--- config.mk ---
export PLATFORM = sky130hd
export DESIGN_NAME = dpa_service_engine
export DESIGN_NICKNAME = d
export VERILOG_FILES = /design/src/rtl/dpa_pkg.sv /design/src/rtl/dpa_prog_table.sv /design/src/rtl/dpa_round_wdog.sv /design/src/rtl/dpa_service_engine.sv
export SDC_FILE = /design/constraint.sdc
export NUM_CORES = 1
export LEC_CHECK = 0
export BUFFER_PORTS_ARGS = -buffer_cell sky130_fd_sc_hd__clkbuf_2
export CAP_MARGIN = 20
export CORE_MARGIN = 2
export CORE_UTILIZATION = 30
export DETAILED_ROUTE_END_ITERATION = 10
export HOLD_SLACK_MARGIN = 0.02
export PLACE_DENSITY_LB_ADDON = 0.25
export SETUP_SLACK_MARGIN = 0.2
export SLEW_MARGIN = 30
export SYNTH_ARGS = -nofsm -noshare
export SYNTH_HDL_FRONTEND = slang
export SYNTH_SLANG_ARGS = --single-unit
--- constraint.sdc ---
create_clock -name clk_i -period 7.18 [get_ports clk_i]
set_input_delay 1.795 -clock clk_i [delete_from_list [all_inputs] [get_ports clk_i]]
set_output_delay 1.795 -clock clk_i [all_outputs]
set_load 0.01 [all_outputs]
--- src/rtl/dpa_pkg.sv ---
package dpa_pkg;
  localparam int unsigned WORD_W = 32;

  typedef enum logic [1:0] {
    IR_CTRL = 2'd0,
    IR_ADDR = 2'd1,
    IR_DATA = 2'd2
  } ir_code_e;

  typedef enum logic [2:0] {
    ERR_NONE    = 3'd0,
    ERR_RESET   = 3'd1,
    ERR_NOACC   = 3'd2,
    ERR_UNK_WR  = 3'd3,
    ERR_TIMEOUT = 3'd4
  } err_e;

  typedef enum logic [3:0] {
    ST_IDLE, ST_CTL_IR, ST_CTL_DR, ST_ADR_IR, ST_ADR_DR,
    ST_DAT_IR, ST_DAT_DR, ST_REL_IR, ST_REL_DR
  } st_e;
endpackage

--- src/rtl/dpa_prog_table.sv ---
module dpa_prog_table #(
  parameter int unsigned DEPTH = 16,
  parameter logic [31:0] BASE  = 32'hFF20_0200,
  localparam int unsigned IDX_W = $clog2(DEPTH),
  localparam int unsigned LEN_W = $clog2(DEPTH + 1)
) (
  input  logic             clk_i,
  input  logic             we_i,
  input  logic [IDX_W-1:0] waddr_i,
  input  logic [31:0]      wdata_i,
  input  logic [LEN_W-1:0] len_i,
  input  logic [31:0]      raddr_i,
  output logic [31:0]      rdata_o
);
  logic [31:0]      mem_q [DEPTH];
  logic [31:0]      word_idx;
  logic [LEN_W-1:0] eff_len;
  logic             hit;

  always_ff @(posedge clk_i) begin
    if (we_i) mem_q[waddr_i] <= wdata_i;
  end

  // window length never exceeds table depth
  assign eff_len  = (len_i > LEN_W'(DEPTH)) ? LEN_W'(DEPTH) : len_i;
  assign word_idx = (raddr_i - BASE) >> 2;
  assign hit      = (raddr_i >= BASE) && (word_idx < 32'(eff_len));
  assign rdata_o  = hit ? mem_q[word_idx[IDX_W-1:0]] : '0;
endmodule

--- src/rtl/dpa_round_wdog.sv ---
module dpa_round_wdog #(
  parameter int unsigned MAX_ROUNDS = 1024,
  localparam int unsigned CW = $clog2(MAX_ROUNDS + 1)
) (
  input  logic clk_i,
  input  logic rst_ni,
  input  logic clr_i,
  input  logic tick_i,
  output logic expire_o
);
  logic [CW-1:0] cnt_q;

  always_ff @(posedge clk_i or negedge rst_ni) begin
    if (!rst_ni)     cnt_q <= '0;
    else if (clr_i)  cnt_q <= '0;
    else if (tick_i) cnt_q <= cnt_q + 1'b1;
  end

  assign expire_o = tick_i && (cnt_q == CW'(MAX_ROUNDS - 1));
endmodule

--- src/rtl/dpa_service_engine.sv ---
module dpa_service_engine
  import dpa_pkg::*;
#(
  parameter int unsigned DEPTH      = 16,
  parameter int unsigned MAX_ROUNDS = 1024,
  parameter int unsigned PRACC_BIT  = 18,
  parameter int unsigned ROCC_BIT   = 31,
  parameter int unsigned RNW_BIT    = 19,
  parameter logic [31:0] FETCH_BASE = 32'hFF20_0200,
  parameter logic [31:0] MAILBOX    = 32'hFF20_0000,
  localparam int unsigned IDX_W = $clog2(DEPTH),
  localparam int unsigned LEN_W = $clog2(DEPTH + 1)
) (
  input  logic              clk_i,
  input  logic              rst_ni,
  input  logic              start_i,
  input  logic [LEN_W-1:0]  prog_len_i,
  input  logic              tbl_we_i,
  input  logic [IDX_W-1:0]  tbl_addr_i,
  input  logic [WORD_W-1:0] tbl_data_i,
  output logic              cmd_valid_o,
  input  logic              cmd_ready_i,
  output logic              cmd_ir_o,
  output logic [1:0]        cmd_code_o,
  output logic [WORD_W-1:0] cmd_dr_o,
  input  logic              rsp_valid_i,
  input  logic [WORD_W-1:0] rsp_data_i,
  output logic              busy_o,
  output logic              init_o,
  output logic              done_o,
  output logic              err_o,
  output logic [2:0]        err_code_o,
  output logic              align_warn_o,
  output logic [WORD_W-1:0] result_o
);
  st_e               st_q;
  logic              wait_q, rnw_q, seen_base_q, init_q, warn_q, done_q, err_q;
  logic [2:0]        err_code_q;
  logic [LEN_W-1:0]  len_q;
  logic [WORD_W-1:0] addr_q, result_q, fetch_word, aligned;
  logic              accept, fire, launch, wd_tick, wd_expire;

  assign accept  = cmd_valid_o && cmd_ready_i;
  assign fire    = wait_q && rsp_valid_i;
  assign launch  = (st_q == ST_IDLE) && start_i;
  assign wd_tick = fire && (st_q == ST_REL_DR);
  assign aligned = {rsp_data_i[WORD_W-1:2], 2'b00};

  dpa_prog_table #(.DEPTH(DEPTH), .BASE(FETCH_BASE)) u_table (
    .clk_i   (clk_i),
    .we_i    (tbl_we_i),
    .waddr_i (tbl_addr_i),
    .wdata_i (tbl_data_i),
    .len_i   (len_q),
    .raddr_i (addr_q),
    .rdata_o (fetch_word)
  );

  dpa_round_wdog #(.MAX_ROUNDS(MAX_ROUNDS)) u_wdog (
    .clk_i    (clk_i),
    .rst_ni   (rst_ni),
    .clr_i    (launch),
    .tick_i   (wd_tick),
    .expire_o (wd_expire)
  );

  always_comb begin
    cmd_valid_o = (st_q != ST_IDLE) && !wait_q;
    cmd_ir_o    = 1'b0;
    cmd_code_o  = IR_CTRL;
    cmd_dr_o    = '0;
    case (st_q)
      ST_CTL_IR, ST_REL_IR: cmd_ir_o = 1'b1;
      ST_CTL_DR: cmd_dr_o = WORD_W'(1) << PRACC_BIT;
      ST_ADR_IR: begin cmd_ir_o = 1'b1; cmd_code_o = IR_ADDR; end
      ST_DAT_IR: begin cmd_ir_o = 1'b1; cmd_code_o = IR_DATA; end
      ST_DAT_DR: cmd_dr_o = rnw_q ? '0 : fetch_word;
      default: ;
    endcase
  end

  always_ff @(posedge clk_i or negedge rst_ni) begin
    if (!rst_ni) begin
      st_q        <= ST_IDLE;
      wait_q      <= 1'b0;
      rnw_q       <= 1'b0;
      seen_base_q <= 1'b0;
      init_q      <= 1'b0;
      warn_q      <= 1'b0;
      done_q      <= 1'b0;
      err_q       <= 1'b0;
      err_code_q  <= ERR_NONE;
      len_q       <= '0;
      addr_q      <= '0;
      result_q    <= '0;
    end else begin
      done_q <= 1'b0;
      err_q  <= 1'b0;
      if (accept) wait_q <= 1'b1;
      if (fire)   wait_q <= 1'b0;
      case (st_q)
        ST_IDLE: if (start_i) begin
          st_q        <= ST_CTL_IR;
          init_q      <= 1'b1;
          warn_q      <= 1'b0;
          seen_base_q <= 1'b0;
          err_code_q  <= ERR_NONE;
          result_q    <= '0;
          len_q       <= prog_len_i;
        end
        ST_CTL_IR: if (fire) st_q <= ST_CTL_DR;
        ST_CTL_DR: if (fire) begin
          if (rsp_data_i[ROCC_BIT]) begin
            st_q <= ST_IDLE; err_q <= 1'b1; err_code_q <= ERR_RESET; init_q <= 1'b0;
          end else if (!rsp_data_i[PRACC_BIT]) begin
            st_q <= ST_IDLE; err_q <= 1'b1; err_code_q <= ERR_NOACC; init_q <= 1'b0;
          end else begin
            rnw_q <= rsp_data_i[RNW_BIT];
            st_q  <= ST_ADR_IR;
          end
        end
        ST_ADR_IR: if (fire) st_q <= ST_ADR_DR;
        ST_ADR_DR: if (fire) begin
          addr_q <= aligned;
          if (rsp_data_i[1:0] != 2'b00) warn_q <= 1'b1;
          if (!rnw_q && (aligned == FETCH_BASE) && seen_base_q) begin
            st_q   <= ST_IDLE;
            done_q <= 1'b1;
          end else begin
            if (!rnw_q && (aligned == FETCH_BASE)) seen_base_q <= 1'b1;
            st_q <= ST_DAT_IR;
          end
        end
        ST_DAT_IR: if (fire) st_q <= ST_DAT_DR;
        ST_DAT_DR: if (fire) begin
          if (rnw_q && (addr_q != MAILBOX)) begin
            st_q <= ST_IDLE; err_q <= 1'b1; err_code_q <= ERR_UNK_WR;
          end else begin
            if (rnw_q) result_q <= rsp_data_i;
            st_q <= ST_REL_IR;
          end
        end
        ST_REL_IR: if (fire) st_q <= ST_REL_DR;
        ST_REL_DR: if (fire) begin
          if (wd_expire) begin
            st_q <= ST_IDLE; err_q <= 1'b1; err_code_q <= ERR_TIMEOUT;
          end else begin
            st_q <= ST_CTL_IR;
          end
        end
        default: st_q <= ST_IDLE;
      endcase
    end
  end

  assign busy_o       = (st_q != ST_IDLE);
  assign init_o       = init_q;
  assign done_o       = done_q;
  assign err_o        = err_q;
  assign err_code_o   = err_code_q;
  assign align_warn_o = warn_q;
  assign result_o     = result_q;
endmodule

# Word level (Yosys, flattened, before mapping)

Memory sizes are Yosys's and may differ from the RTL's.
Cells that the tools add are included.

Flip-flop bits (word level): 92
Memories: 1
Output and inout port bits: 76
Latch bits: 0
Bits of input ports: 79
RAM bits: 512
ROM bits: 0

Memory list:

| name          | depth | width | read ports | clocked after memory_dff | wr ports | line                 | text |
|---|---|---|---|---|---|---|---|
| u_table.mem_q | 16    | 32    | 1          | 0                        | 1        | dpa_prog_table.sv:15 | `logic [31:0] mem_q [DEPTH];` |

Bitwise gates (word level): 1
Mux-type cells: 65
Equal/unequal tests: 28
Reduce and logical (&&, ||, !) cells: 31
Div/mod/pow operators: 0
$lt $le $gt $ge: 3
$mul: 0
$add $sub $neg: 2
Shifts and indexed selects: 0

Operators by type and width:

| cell                                            | count |
|---|---|
| 2-to-1 mux 32 bit                               | 6 |
| case mux 32 bit (2 select lines)                | 2 |
| 2-to-1 mux 4 bit                                | 9 |
| case mux 4 bit (9 select lines)                 | 1 |
| >= comparator 32 bit, second input constant     | 1 |
| subtractor 32 bit, second input constant        | 1 |
| == test 30 bit, second input constant           | 1 |
| < comparator 30 x 5 -> 1 bit                    | 1 |
| 2-to-1 mux 3 bit                                | 10 |
| != test 2 bit, second input constant            | 15 |
| != test 30 bit, second input constant           | 1 |
| 2-to-1 mux 1 bit                                | 26 |
| 2-to-1 mux 11 bit                               | 2 |
| == test 4 x 3 -> 1 bit, second input constant   | 4 |
| case mux 3 bit (4 select lines)                 | 1 |
| AND reduction 4 bit                             | 3 |
| nonzero test 2 bit                              | 6 |
| adder 11 x 1 -> 11 bit, second input constant   | 1 |
| == test 11 x 10 -> 1 bit, second input constant | 1 |
| logical AND 1 bit                               | 10 |
| AND reduction 5 bit                             | 2 |
| AND reduction 9 bit                             | 1 |
| == test 4 x 2 -> 1 bit, second input constant   | 2 |
| AND reduction 8 bit                             | 1 |
| other kinds (16)                                | 22 |

# Longest topological paths before layout

Depth after elaboration: 7
Depth in mapped cells: 9
Depth with buffers taken out: 8

# By module

From an unflattened synthesis, not the netlist that was laid out.

Cells, all modules: 1,324
Area, all modules: 24,806.3 µm²

By module, submodules not included:

| module             | area each (µm²) | sequential area each (µm²) | cells an instance | instances |
|---|---|---|---|---|
| dpa_prog_table     | 20,203.1        | 15,374.7                   | 885               | 1 |
| dpa_service_engine | 4,038.9         | 2,026.9                    | 383               | 1 |
| dpa_round_wdog     | 564.3           | 275.3                      | 56                | 1 |

# Least setup slack after synthesis

OpenSTA, ideal clock, no wires.

Path type: input port to flip-flop
From: in tbl_addr_i[2]
To: mem u_table.mem_q[0][0], enable pin
Required time: 6.719 ns
Path buffers: 0
Path slack: 2.205 ns
Stages: 2
Arrival time: 4.513 ns
Library setup time: 0.461 ns
Cell sequence: or3b_2 -> nor3_1

RTL lines:

| item            | line                     | text |
|---|---|---|
| start, declared | dpa_service_engine.sv:19 | `input logic [IDX_W-1:0] tbl_addr_i,` |
| end, declared   | dpa_prog_table.sv:15     |  |

Straight into the memory's write port.

# Final worst setup path

From: reg len_q[4]
To: out cmd_dr_o[14]

Word-level cells in the longest chain between the ends: 7

Ends and longest elaborated chain:

| item                                 | line                      | text |
|---|---|---|
| start, declared                      | dpa_service_engine.sv:39  | `logic [LEN_W-1:0] len_q;` |
| start signal, assigned               | dpa_service_engine.sv:109 | `len_q <= prog_len_i;` |
| greater-than comparator 5 bit        | dpa_prog_table.sv:25      | `assign eff_len = (len_i > LEN_W'(DEPTH)) ? LEN_W'(DEPTH) : len_i;` |
| 2-to-1 mux 5 bit (*)                 | dpa_prog_table.sv:25      |  |
| < comparator 30 x 5 -> 1 bit (*)     | dpa_prog_table.sv:27      | `assign hit = (raddr_i >= BASE) && (word_idx < 32'(eff_len));` |
| logical AND 1 bit (*)                | dpa_prog_table.sv:27      |  |
| 2-to-1 mux 32 bit (*)                | dpa_prog_table.sv:28      | `assign rdata_o = hit ? mem_q[word_idx[IDX_W-1:0]] : '0;` |
| 2-to-1 mux 32 bit (*)                | dpa_service_engine.sv:77  | `ST_DAT_DR: cmd_dr_o = rnw_q ? '0 : fetch_word;` |
| case mux 32 bit (2 select lines) (*) | dpa_service_engine.sv:72  | `case (st_q)` |
| end, declared                        | dpa_service_engine.sv:25  | `output logic [WORD_W-1:0] cmd_dr_o,` |

Mark *: on every way between the ends. The rest lies on a longest branch, timed or not.

==> flow_metrics.tcl <==
set metrics [dict create \
    status "complete, no violations" \
    ys_warn_count 0 \
    hp-class "reg -> reg" \
    min_period_ns 6.06 \
    crit_fanout 18 \
    tns_ns 0 \
    yosysTopAreaCell "edfxtp_1" \
    worst_pin_slew_ns 0.821 \
    vias 12800 \
    clock-sinks 604 \
    io_pins 155 \
    combPwrFrac_pct 21.0 \
    io_buffers 154 \
    p_leak_nw 9.85 \
    synth_area_per_cell_um2 18.6 \
    postRouteAntennaNets 0 \
    ys_ff_latch 604 \
    synthesis.area_um2 24300 \
    core-area_um2 80400 \
    period_share_pct 84.4 \
    placed_area_um2 26500 \
    row_count 104 \
    max_stage_delay_ns 0.67 \
    finish.utilization_pct 35.9 \
    slew_violations 0 \
    critPathLaunchType "flip-flop" \
    yosysTopAreaCellShare_pct 63.3 \
    firstDrtPassIters 5 \
    grt_max_degree 56 \
    maxCapViolCount 0 \
    cts_inserted_buffers 69 \
    h-tree-depth 3 \
    cts_resized 0 \
    synth_area_leaders "edfxtp_1, mux4_2, dfrtp_1" \
    async_flop_share_pct 15.2 \
    skew_ns 0.0451 \
    power_density_nw_per_um2 347 \
    clockRootBuffer "clkbuf_16" \
    crit_required_ns 5.39 \
    synth-edff-count 512 \
    diodes 0 \
    crit_buf_inv 3 \
    floorplan.initialDensity_pct 30.2 \
    fin_nets 1580 \
    drtIter0Drc 959 \
    path_cells "inv_1 > ha_1 > or4b_1 > or4_1 > a2111oi_4 > nand4_2 > buf_4 > a211oi_1 > clkbuf_2" \
    internal-power_mw 7.21 \
    critical_path.top_delay_family "simple AND/OR/NAND/NOR gates" \
    power.switching_mw 2.81 \
    ys.flop_type "edfxtp_1" \
    fin_area_um2 28900 \
    postSynthCellCount 1304 \
    die_y_um 289 \
    slowest_stage "nand4_2" \
    post_route_cells_drive_above_1_share_pct 31.7 \
    post_drt_wl_per_cell_um 22.8 \
    place.gp.congestion 0.793 \
    synth.distinct_cells 62 \
    critPathArrivalTime_ns 4.27 \
    slew-limit-headroom_pct 45.1 \
    clock_path_buffers 3 \
    syn_nets 1389 \
    crit_path_end_kind "output pin" \
    crit_type "reg -> out" \
    hold_viol 0 \
    rsz0062_at_grt "no" \
    peakVddDrop_v 0.000213 \
    cts_tree "yes" \
    grt_usage_pct 14.3 \
    final-setup-viol-count 0 \
    mostFrequentLayoutCell "edfxtp_1" \
    p_seq_share_pct 42.9 \
    overflow 0 \
    yosysSeqAreaShare_pct 72.7 \
    insertion_delay_ns 0.60 \
    antenna_found_initial 2 \
    pwr-share-clk_pct 36.0 \
    grt_pass1_vias 13200 \
    die_area_um2 83300 \
    max_freq_ghz 0.165 \
    p_sw_share_pct 28.0 \
    die_w_um 289 \
    syn_to_final_growth_pct 18.8 \
    final_cell_mix "edfxtp_1, clkbuf_2, mux4_2" \
    cts_setup_buffers 0 \
    dp_hpwl_um 33800 \
    total_power_mw 10.0 \
    vias_per_cell 4.92 \
    clk_pin_slew_ns 0.06 \
    route.detailed.drc 0 \
    wl_um 59300 \
    hold_buffers 0 \
    grt_pass1_wl_um 87200 \
]
==> Yosys cell counts, drive strengths merged (4+ instances only) <==
master,n
a211oi,64
a21oi,5
and3,4
and4,4
buf,30
clkbuf,37
dfrtp,92
edfxtp,512
ha,6
inv,42
mux2,32
mux2i,68
mux4,126
nand2,77
nand2b,4
nand3,16
nand3b,5
nand4,6
nor2,37
nor2b,34
nor3,22
nor4,11
o21ai,10
o22ai,4
or3,4
or4,6
xnor2,5
==> cell type report <==
cell class	count	area (um2)
Sequential cell	604	17700
Clock inverter	39	564
Timing Repair Buffer	188	1060
Clock buffer	82	1800
Fill cell	7560	51500
Tap cell	1060	1330
Inverter	42	158
Multi-Input combinational cell	590	6280
==> through the flow <==
step,setup slack (ns),hold slack [ns],cells
after floorplan,2.21,0.438,1304
after global placement,1.75,0.482,2482
after detailed placement,1.69,0.477,2482
after CTS,0.986,0.497,2603
after global routing,0.819,0.518,2605
final,1.12,0.499,2605
==> power groups by stage <==
stage	Clock [mW]	Sequential, mW	Combinational (mW)
6_report	3.61	4.30	2.11
5_1_grt	3.85	4.34	2.32
4_1_cts	3.71	4.35	2.11
3_5_place_dp	0	4.42	2.10
3_3_place_gp	0	4.41	2.11
2_1_floorplan	0	4.23	1.59
==> final timing paths <==
path / start / end / slack (ns) / depth (start not counted)
min: len_q[1] / len_q[1] / 0.50 / 2
max: len_q[4] / cmd_dr_o[14] / 1.12 / 9
min reg2reg: len_q[1] / len_q[1] / 0.50 / 2
max reg2reg: addr_q[4] / err_code_o[1] / 4.04 / 6
max in group asynchronous: rst_ni / addr_q[15] / 4.87 / 2
min in group asynchronous: rst_ni / rnw_q / 1.17 / 1
==> logic make-up after synthesis <==
logic type               Yosys count  synth area share, %
AND/OR/NAND/NOR                  247                 5.42
flip-flops                       604                 72.7
adder cells (fa/ha/maj)            6                0.309
multiplexers                     226                 16.0
buffers and inverters            110                 1.98
AO/OA/AOI/OAI                    103                 3.32
XOR/XNOR                           8                0.288
==> flip-flops by register name (all words and copies together) (netlist names) <==
name and flops:
align_warn_o 1, u_table.mem_q 512, len_q 5, wait_q 1, u_wdog.cnt_q 11, st_q 4
err_o 1, err_code_o 3, done_o 1, rnw_q 1, addr_q 30, seen_base_q 1
result_o 32, init_o 1
==> worst min-delay path: stages, from the launching register on <==
cell	delay, ns
dfrtp_1	0.35
nand2_1	0.05
nand2_1	0.06
==> routing by layer <==
metal	track usage, %	vias up	share of wire (%)	wire (um)
li1	-	5603	-	-
met1	19.6	6796	45	26700
met2	23.1	337	48	28300
met3	3.18	82	5.3	3170
met4	3.38	4	1.9	1160
met5	0	-	0.034	20
No activity file was read; power rests on OpenSTA's default activity.
